`config.mk`:
```
export PLATFORM = sky130hd
export DESIGN_NAME = upd_phase_seq
export DESIGN_NICKNAME = d
export VERILOG_FILES = /design/src/rtl/upd_seq_pkg.sv /design/src/rtl/upd_seq_pick.sv /design/src/rtl/upd_seq_timer.sv /design/src/rtl/upd_phase_seq.sv
export SDC_FILE = /design/constraint.sdc
export NUM_CORES = 1
export LEC_CHECK = 0
export BUFFER_PORTS_ARGS = -buffer_cell sky130_fd_sc_hd__clkbuf_2
export CAP_MARGIN = 20
export CORE_ASPECT_RATIO = 0.6
export CORE_MARGIN = 2
export CORE_UTILIZATION = 31
export CTS_CLUSTER_DIAMETER = 30
export CTS_CLUSTER_SIZE = 16
export DETAILED_ROUTE_END_ITERATION = 7
export PLACE_DENSITY = 0.6
export SYNTH_ARGS = -nofsm -noshare
export SYNTH_HDL_FRONTEND = slang
export SYNTH_SLANG_ARGS = --single-unit
```
`constraint.sdc`:
```
create_clock -name clk -period 3.6 [get_ports clk]
set_clock_uncertainty 0.05 [all_clocks]
set_input_delay 0.18 -clock clk [delete_from_list [all_inputs] [get_ports clk]]
set_output_delay 0.18 -clock clk [all_outputs]
set_load 0.05 [all_outputs]
```
`src/rtl/upd_seq_pkg.sv`:
```
package upd_seq_pkg;
  localparam int unsigned NPH        = 8;
  localparam int unsigned B_OSC_ON   = 7;
  localparam int unsigned B_RAIL_ON  = 6;
  localparam int unsigned B_TEMP     = 5;
  localparam int unsigned B_LUT      = 4;
  localparam int unsigned B_MODE     = 3;
  localparam int unsigned B_DRIVE    = 2;
  localparam int unsigned B_RAIL_OFF = 1;
  localparam int unsigned B_OSC_OFF  = 0;

  typedef enum logic [1:0] {CLS_POWER, CLS_LOAD, CLS_DRIVE} len_cls_e;

  function automatic len_cls_e cls_of(input logic [2:0] b);
    if (b == 3'(B_DRIVE))                         return CLS_DRIVE;
    else if (b == 3'(B_TEMP) || b == 3'(B_LUT))   return CLS_LOAD;
    else                                          return CLS_POWER;
  endfunction
endpackage

```
`src/rtl/upd_seq_pick.sv`:
```
module upd_seq_pick #(
  parameter int unsigned W  = 8,
  localparam int unsigned IW = $clog2(W)
) (
  input  logic [W-1:0]  req,
  input  logic [IW:0]   below,
  output logic          found,
  output logic [IW-1:0] idx
);
  always_comb begin
    found = 1'b0;
    idx   = '0;
    for (int i = 0; i < W; i++) begin
      if (req[i] && (i < int'(below))) begin
        found = 1'b1;
        idx   = IW'(i);
      end
    end
  end
endmodule

```
`src/rtl/upd_seq_timer.sv`:
```
module upd_seq_timer #(
  parameter int unsigned CW = 4
) (
  input  logic          clk,
  input  logic          rst_n,
  input  logic          run,
  input  logic          restart,
  input  logic [CW-1:0] limit,
  output logic          last
);
  logic [CW-1:0] cnt_q, cnt_d;
  logic          cnt_en;

  assign last   = run && (cnt_q == limit - CW'(1));
  assign cnt_en = restart || run;

  always_comb begin
    cnt_d = cnt_q;
    if (restart)  cnt_d = '0;
    else if (run) cnt_d = cnt_q + CW'(1);
  end

  always_ff @(posedge clk or negedge rst_n) begin
    if (!rst_n)      cnt_q <= '0;
    else if (cnt_en) cnt_q <= cnt_d;
  end

  assert_cnt_in_range_R3: assert property (@(posedge clk) disable iff (!rst_n)
    run |-> (cnt_q < limit));
endmodule

```
`src/rtl/upd_phase_seq.sv`:
```
module upd_phase_seq
  import upd_seq_pkg::*;
#(
  parameter int unsigned LEN_POWER = 2,
  parameter int unsigned LEN_LOAD  = 3,
  parameter int unsigned LEN_DRIVE = 5
) (
  input  logic       clk,
  input  logic       rst_n,
  input  logic       mask_we,
  input  logic [7:0] mask_wdata,
  input  logic       trigger,
  output logic       busy,
  output logic [7:0] phase_act,
  output logic       drive_mode2,
  output logic       clk_on,
  output logic       rails_on
);
  localparam int unsigned LMAX = (LEN_POWER > LEN_LOAD) ?
                                 ((LEN_POWER > LEN_DRIVE) ? LEN_POWER : LEN_DRIVE) :
                                 ((LEN_LOAD > LEN_DRIVE) ? LEN_LOAD : LEN_DRIVE);
  localparam int unsigned CW = $clog2(LMAX + 1);
  localparam int unsigned IW = $clog2(NPH);
  localparam logic [NPH-1:0] MODE_BIT = NPH'(1) << B_MODE;

  logic [NPH-1:0] mask_q;
  logic [NPH-1:0] run_q, run_d;
  logic           mode_q, mode_d;
  logic           busy_q, busy_d;
  logic [IW-1:0]  cur_q, cur_d;
  logic           clk_on_q, clk_on_d;
  logic           rail_q, rail_d;

  logic           start;
  logic           tmr_last;
  logic           nxt_found;
  logic [IW-1:0]  nxt_idx;
  logic [IW:0]    pick_below;
  logic [NPH-1:0] pick_req;
  logic [CW-1:0]  len_sel;
  logic [NPH-1:0] phase_mask;

  assign phase_mask = mask_q & ~MODE_BIT;
  assign start      = trigger && !busy_q;
  assign pick_req   = busy_q ? run_q : phase_mask;
  assign pick_below = busy_q ? {1'b0, cur_q} : (IW+1)'(NPH);

  upd_seq_pick #(.W(NPH)) u_pick (
    .req   (pick_req),
    .below (pick_below),
    .found (nxt_found),
    .idx   (nxt_idx)
  );

  always_comb begin
    unique case (cls_of(cur_q))
      CLS_DRIVE: len_sel = CW'(LEN_DRIVE);
      CLS_LOAD:  len_sel = CW'(LEN_LOAD);
      default:   len_sel = CW'(LEN_POWER);
    endcase
  end

  upd_seq_timer #(.CW(CW)) u_tmr (
    .clk     (clk),
    .rst_n   (rst_n),
    .run     (busy_q),
    .restart (start || tmr_last),
    .limit   (len_sel),
    .last    (tmr_last)
  );

  always_ff @(posedge clk or negedge rst_n) begin
    if (!rst_n)       mask_q <= '0;
    else if (mask_we) mask_q <= mask_wdata;
  end

  always_comb begin
    busy_d   = busy_q;
    cur_d    = cur_q;
    run_d    = run_q;
    mode_d   = mode_q;
    clk_on_d = clk_on_q;
    rail_d   = rail_q;
    if (start) begin
      if (nxt_found) begin
        busy_d = 1'b1;
        cur_d  = nxt_idx;
        run_d  = phase_mask;
        mode_d = mask_q[B_MODE];
      end
    end else if (tmr_last) begin
      if (cur_q == IW'(B_OSC_ON))   clk_on_d = 1'b1;
      if (cur_q == IW'(B_OSC_OFF))  clk_on_d = 1'b0;
      if (cur_q == IW'(B_RAIL_ON))  rail_d   = 1'b1;
      if (cur_q == IW'(B_RAIL_OFF)) rail_d   = 1'b0;
      if (nxt_found) cur_d  = nxt_idx;
      else           busy_d = 1'b0;
    end
  end

  always_ff @(posedge clk or negedge rst_n) begin
    if (!rst_n) begin
      busy_q   <= 1'b0;
      cur_q    <= '0;
      run_q    <= '0;
      mode_q   <= 1'b0;
      clk_on_q <= 1'b0;
      rail_q   <= 1'b0;
    end else begin
      busy_q   <= busy_d;
      cur_q    <= cur_d;
      run_q    <= run_d;
      mode_q   <= mode_d;
      clk_on_q <= clk_on_d;
      rail_q   <= rail_d;
    end
  end

  assign busy        = busy_q;
  assign phase_act   = busy_q ? (NPH'(1) << cur_q) : '0;
  assign drive_mode2 = busy_q && (cur_q == IW'(B_DRIVE)) && mode_q;
  assign clk_on      = clk_on_q;
  assign rails_on    = rail_q;

  assert_one_phase_R4: assert property (@(posedge clk) disable iff (!rst_n)
    busy |-> ($countones(phase_act) == 1));
  assert_idle_quiet_R4: assert property (@(posedge clk) disable iff (!rst_n)
    !busy |-> (phase_act == '0));
  assert_descending_R3: assert property (@(posedge clk) disable iff (!rst_n)
    (busy_q && tmr_last && nxt_found) |=> (cur_q < $past(cur_q)));
  assert_status_idle_R7: assert property (@(posedge clk) disable iff (!rst_n)
    !busy_q |=> ($stable(clk_on_q) && $stable(rail_q)));
  assert_busy_ignore_R6: assert property (@(posedge clk) disable iff (!rst_n)
    (busy_q && !tmr_last) |=> (busy_q && $stable(cur_q)));
  assert_mode_in_drive_R8: assert property (@(posedge clk) disable iff (!rst_n)
    drive_mode2 |-> phase_act[B_DRIVE]);
  assert_no_mode_phase_R9: assert property (@(posedge clk) disable iff (!rst_n)
    !phase_act[B_MODE]);
endmodule

```
Word-level counts from Yosys, hierarchy flattened --
Cells that the tools add are included.
Word-level totals: logic and storage cells 91, input bits 12, register bits after elaboration 25
Operators by class: equality and inequality tests 11, $lt $le $gt $ge 8, reduce and logical (&&, ||, !) cells 26, shift-type cells 1, bitwise logic cells 1, add/sub/neg operators 2, multiplexer cells 34
Operators by type and width (count):
- 3-bit two-way mux | 9
- 1-bit two-way mux | 18
- 3-bit by 4-bit < comparator with 1-bit output (first input constant) | 4
- 8-bit two-way mux | 2
- 3-bit equality test (second input constant) | 4
- 1-bit logical AND | 12
- 3-bit AND reduction | 3
- 1-bit by 4-bit < comparator with 1-bit output (first input constant) | 2
- 2-bit by 4-bit < comparator with 1-bit output (first input constant) | 2
- 2-bit nonzero test | 4
- 1-bit by 3-bit << shifter with 8-bit output (first input constant) | 1
- 2-bit two-way mux | 3
- 3-bit one-hot mux with 2 select lines | 1
- 4-bit two-way mux | 1
- 2-bit AND reduction | 2
- 3-bit by 1-bit adder with 3-bit output (second input constant) | 1
- 3-bit by 1-bit equality test with 1-bit output (second input constant) | 1
- 3-bit by 2-bit equality test with 1-bit output (second input constant) | 1
- 3-bit equality test | 1
- 3-bit logical NOT | 1
- 1-bit logical OR | 3
- 3-bit by 1-bit subtractor with 3-bit output (second input constant) | 1
- 2-bit by 1-bit equality test with 1-bit output (second input constant) | 1
- 2-bit equality test (second input constant) | 1
- 4 further kinds | 4

Depth between registers and ports, before layout --
depth in word-level cells 14, mapped depth 9, gate-level depth less buffers 7

By module --
From an unflattened synthesis, not the netlist that was laid out.
Unflattened totals: cell total of the unflattened synthesis 140, area, all modules 1529.0 µm²
Modules (own cells, without submodules):
- upd_phase_seq | area each 1086.0 µm², cells each 90, seq. area each 550.5 µm², times used 1
- upd_seq_pick | area each 237.7 µm², cells each 32, seq. area each 0.0 µm², times used 1
- upd_seq_timer | area each 205.2 µm², cells each 18, seq. area each 75.1 µm², times used 1

Worst setup path before layout --
Ideal clock, no wire load.
path kind reg2out, from reg busy_q, in the netlist busy, to out drive_mode2, setup slack 500 ps, cell stages (with the launch flop) 6, path buffers 2, data arrival time 2870 ps, cell sequence dfrtp_1 > buf_2 > buf_2 > nand2_1 > nor3_1 > and2_1
On the way: longest elaborated chain between the ends 2
RTL lines:
- start, declared | RTL line upd_phase_seq.sv:29 | logic busy_q, busy_d;
- start signal, assigned | RTL line upd_phase_seq.sv:110 | busy_q <= busy_d;
- 1-bit logical AND (2 in a row) | RTL line upd_phase_seq.sv:121 | assign drive_mode2 = busy_q && (cur_q == IW'(B_DRIVE)) && mode_q;
- end, declared | RTL line upd_phase_seq.sv:15 | output logic drive_mode2,
Every way passes these cells.

Worst setup path in the final report --
from reg busy_q, in the netlist busy, to reg run_q[6]
On the way: longest elaborated chain between the ends 12, elaborated cells between the ends (all ways) 29
RTL lines:
- 4-bit two-way mux | RTL line upd_phase_seq.sv:46 | assign pick_below = busy_q ? {1'b0, cur_q} : (IW+1)'(NPH);
- 1-bit by 4-bit < comparator with 1-bit output | RTL line upd_seq_pick.sv:14 | if (req[i] && (i < int'(below))) begin
- 1-bit logical AND | RTL line upd_seq_pick.sv:14
- 1-bit two-way mux (8 in a row) | RTL line upd_seq_pick.sv:14
- 2-bit AND reduction (no source line) (*)
- end signal, assigned | RTL line upd_phase_seq.sv:112 | run_q <= run_d;
- end, declared | RTL line upd_phase_seq.sv:27 | logic [NPH-1:0] run_q, run_d;
Mark *: on every way between the ends. The rest lies on a longest branch, timed or not. A chain may end at the register's enable or synchronous reset.

==> flow_summary.toml <==
[status]
status = "completed"

[drt]
drt_wl_total_um = 3010
wl_per_cell_um = 14.1
drcViolationCount = 0
num_vias = 1073
viasPerCell = 5.01
drtIter0Drc = 47
drt_pre_antenna_iters = 4
drtAntennaViolNets = 0

[timing]
finalSetupTns_ns = 0
slew_headroom_pct = 50.3
fin_crit_ns = 2.54
final_max_slew_viol_count = 0
rsz0062_at_grt = "false"
worst-slew-pin-transition_ns = 0.745
timing.final.crit_share_pct = 70.6
final-hold-violation-count = 0
max_freq_mhz = 394
setup_slack_ns = 1.06
setup_violations = 0

[layout]
final_core_util_pct = 37.8
multi_input_area_um2 = 697
fillers = 432
stdcell_area_mm2 = 0.00158
diodes = 0
final-seq-area_um2 = 601
finalNetCount = 169
drive_gt1_share_pct = 29.9
syn2layout_area_growth_pct = 14.7
layout_commonest_cell = "dfrtp_1"
final_cell_mix = "dfrtp_1 (24), clkbuf_2 (23), nand2_1 (13)"

[global_route]
grt_pass1_vias = 1013
grt_pass1_wl_um = 5130
grt_util_all_layers_pct = 12.7
antenna_found_initial = 0
grt_max_degree = 25
grt-ovfl-total = 0

[yosys]
synth_top_family_by_area = "compound AO/OA/AOI/OAI gates"
syn_area_mm2 = 0.00138
synth_edf_count = 0
synthMuxAreaShare_pct = 10.6
syn_inst = 134
syn_area_per_cell_um2 = 10.3
async_flop_share_pct = 100
yosysSeqAreaShare_pct = 43.5
synthFlopType = "dfrtp_1"
synthSimpleGateAreaFrac_pct = 15.7
syn-num-nets = 148
ys_warn_count = 0
yosys.area_share.xor_xnor_pct = 1.90
synth_seq_cells = 24
ys_types = 45
synth-compound-area-share_pct = 20.5
synth_fa_ha_area_share_pct = 1.81

[pwr]
p_seq_share_pct = 36.2
p_comb_share_pct = 51.6
p_total_mw = 1.50
vdd_drop_max_uv = 305
switching_share_pct = 48.1
power_switching_uw = 720
power_per_cell_area_mw_per_mm2 = 945
power.share.clock_pct = 12.3
p_leak_nw = 0.694
intPower_uw = 776

[worst_setup_path]
arrival_ns = 2.64
required_ns = 3.70
r2r-end = "run_q[6]$_DFFE_PN0P_"
critPathCaptureType = "register"
r2r_cells = 6
r2r_start = "busy$_DFFE_PN0P_"
r2r_slack_ns = 1.06
worstSetupPathType = "register to register"
startpoint_type = "register"
crit_fanout = 22

[clocking]
cts_resized = 0
clkLatencyLatePin_ns = 0.27
path_clk_slew_ns = 0.08
clock_path_buffers = 2
cts_root_buf = "clkbuf_8"
cts_tree = "built"
cts.sink_count = 24
cts_buffers = 3
postCtsSetupRepairBufs = 0
h-tree-depth = 1

[die]
dieArea_mm2 = 0.00502
rows = 18
initial_utilization_pct = 32.9
fp.dieH_um = 55.7
core_area_mm2 = 0.00419
dieWidth_um = 90.1
top_level_ports = 24

[placement]
port-buffer-count = 23
dpl-instance-area_mm2 = 0.00152
pre_cts_slack_ns = 1.11
hpwl_um = 2280
gp_congestion = 0.778

[min_path]
min_path_cells = 2
hold_start = "trigger"
holdPathEnd = "u_tmr.cnt_q[1]$_DFFE_PN0P_"
hp-class = "input port to register"

[run]
max-cap-violations = 0
## through the flow
step	instances	hold WS [ns]
6_report	214	0.0645
5_1_grt	214	0.0623
4_1_cts	214	0.0620
3_5_place_dp	209	0.167
3_3_place_gp	209	0.153
2_1_floorplan	134	-0.166
## final cells by class
class | instances | area share [%]
Multi-Input combinational cell | 94 | 44.0
Sequential cell | 24 | 37.9
Timing Repair Buffer | 24 | 7.91
Inverter | 8 | 1.90
Clock buffer | 4 | 3.48
Tap cell | 60 | 4.74
## synthesized netlist by cell type, types with 2 or more instances
cell type	count	area share, %
a21oi_1	5	1.8
a22o_1	3	1.9
buf_2	3	1.1
buf_6	2	1.6
clkbuf_1	2	0.54
dfrtp_1	24	44
ha_1	2	1.8
inv_1	8	2.2
mux2_2	12	9.8
nand2_1	13	3.5
nand2b_1	4	1.8
nor2_1	10	2.7
nor2b_1	2	0.91
nor3_1	2	0.73
o21ai_0	8	2.9
o21ai_1	3	1.1
o22ai_1	2	0.91
xnor2_1	2	1.3
## routing by layer
metal | routed length [um] | track usage (%) | vias to the layer above
met5 | 0 | 0 | -
met4 | 4 | 2.42 | 0
met3 | 212 | 5.01 | 2
met2 | 1200 | 16.8 | 32
met1 | 1590 | 19.2 | 518
li1 | - | - | 521
## cells by family (layout without fill, tap and decap cells)
family | after synthesis | in the layout
AOI/OAI and AO/OA | 35 | 35
muxes | 13 | 13
adders and majority gates | 2 | 2
DFF | 24 | 24
buffers and inverters | 16 | 36
and+or+nand+nor | 41 | 41
xor gates and xnor gates | 3 | 3
## what timing repair did
item | in CTS | in global routing
hold endpoints to repair | 24 | 0
hold buffers | 1 | 0
setup endpoints to repair | 0 | 0
## critical path, stage by stage (launching register included)
cell     delay, ns
dfrtp_1       0.83
inv_1         0.23
a22o_1        0.28
a21oi_1       0.25
nand3_1       0.13
ha_1          0.33
mux2_2        0.33
## power by group through the flow
stage	registers [mW]	logic [mW]	clock network, mW
finish	0.541	0.771	0.183
global route	0.562	0.842	0.203
CTS	0.536	0.771	0.189
detailed placement	0.542	0.768	0
global placement	0.532	0.753	0
floorplan	0.476	0.692	0
## worst max path at each step
stage	start	end	cells after the start
2_1_floorplan	busy$_DFFE_PN0P_	drive_mode2	5
3_3_place_gp	busy$_DFFE_PN0P_	mode_q$_DFFE_PN0P_	6
3_5_place_dp	busy$_DFFE_PN0P_	run_q[6]$_DFFE_PN0P_	6
4_1_cts	busy$_DFFE_PN0P_	run_q[6]$_DFFE_PN0P_	6
5_1_grt	busy$_DFFE_PN0P_	run_q[6]$_DFFE_PN0P_	6
6_report	busy$_DFFE_PN0P_	run_q[6]$_DFFE_PN0P_	6
## registers in the layout, indices dropped and copies added, names as in the netlist
register     count
mask_q           8
run_q            6
cur_q            3
u_tmr.cnt_q      3
busy             1
clk_on           1
mode_q           1
rails_on         1
(Power assumes the default switching activity.)
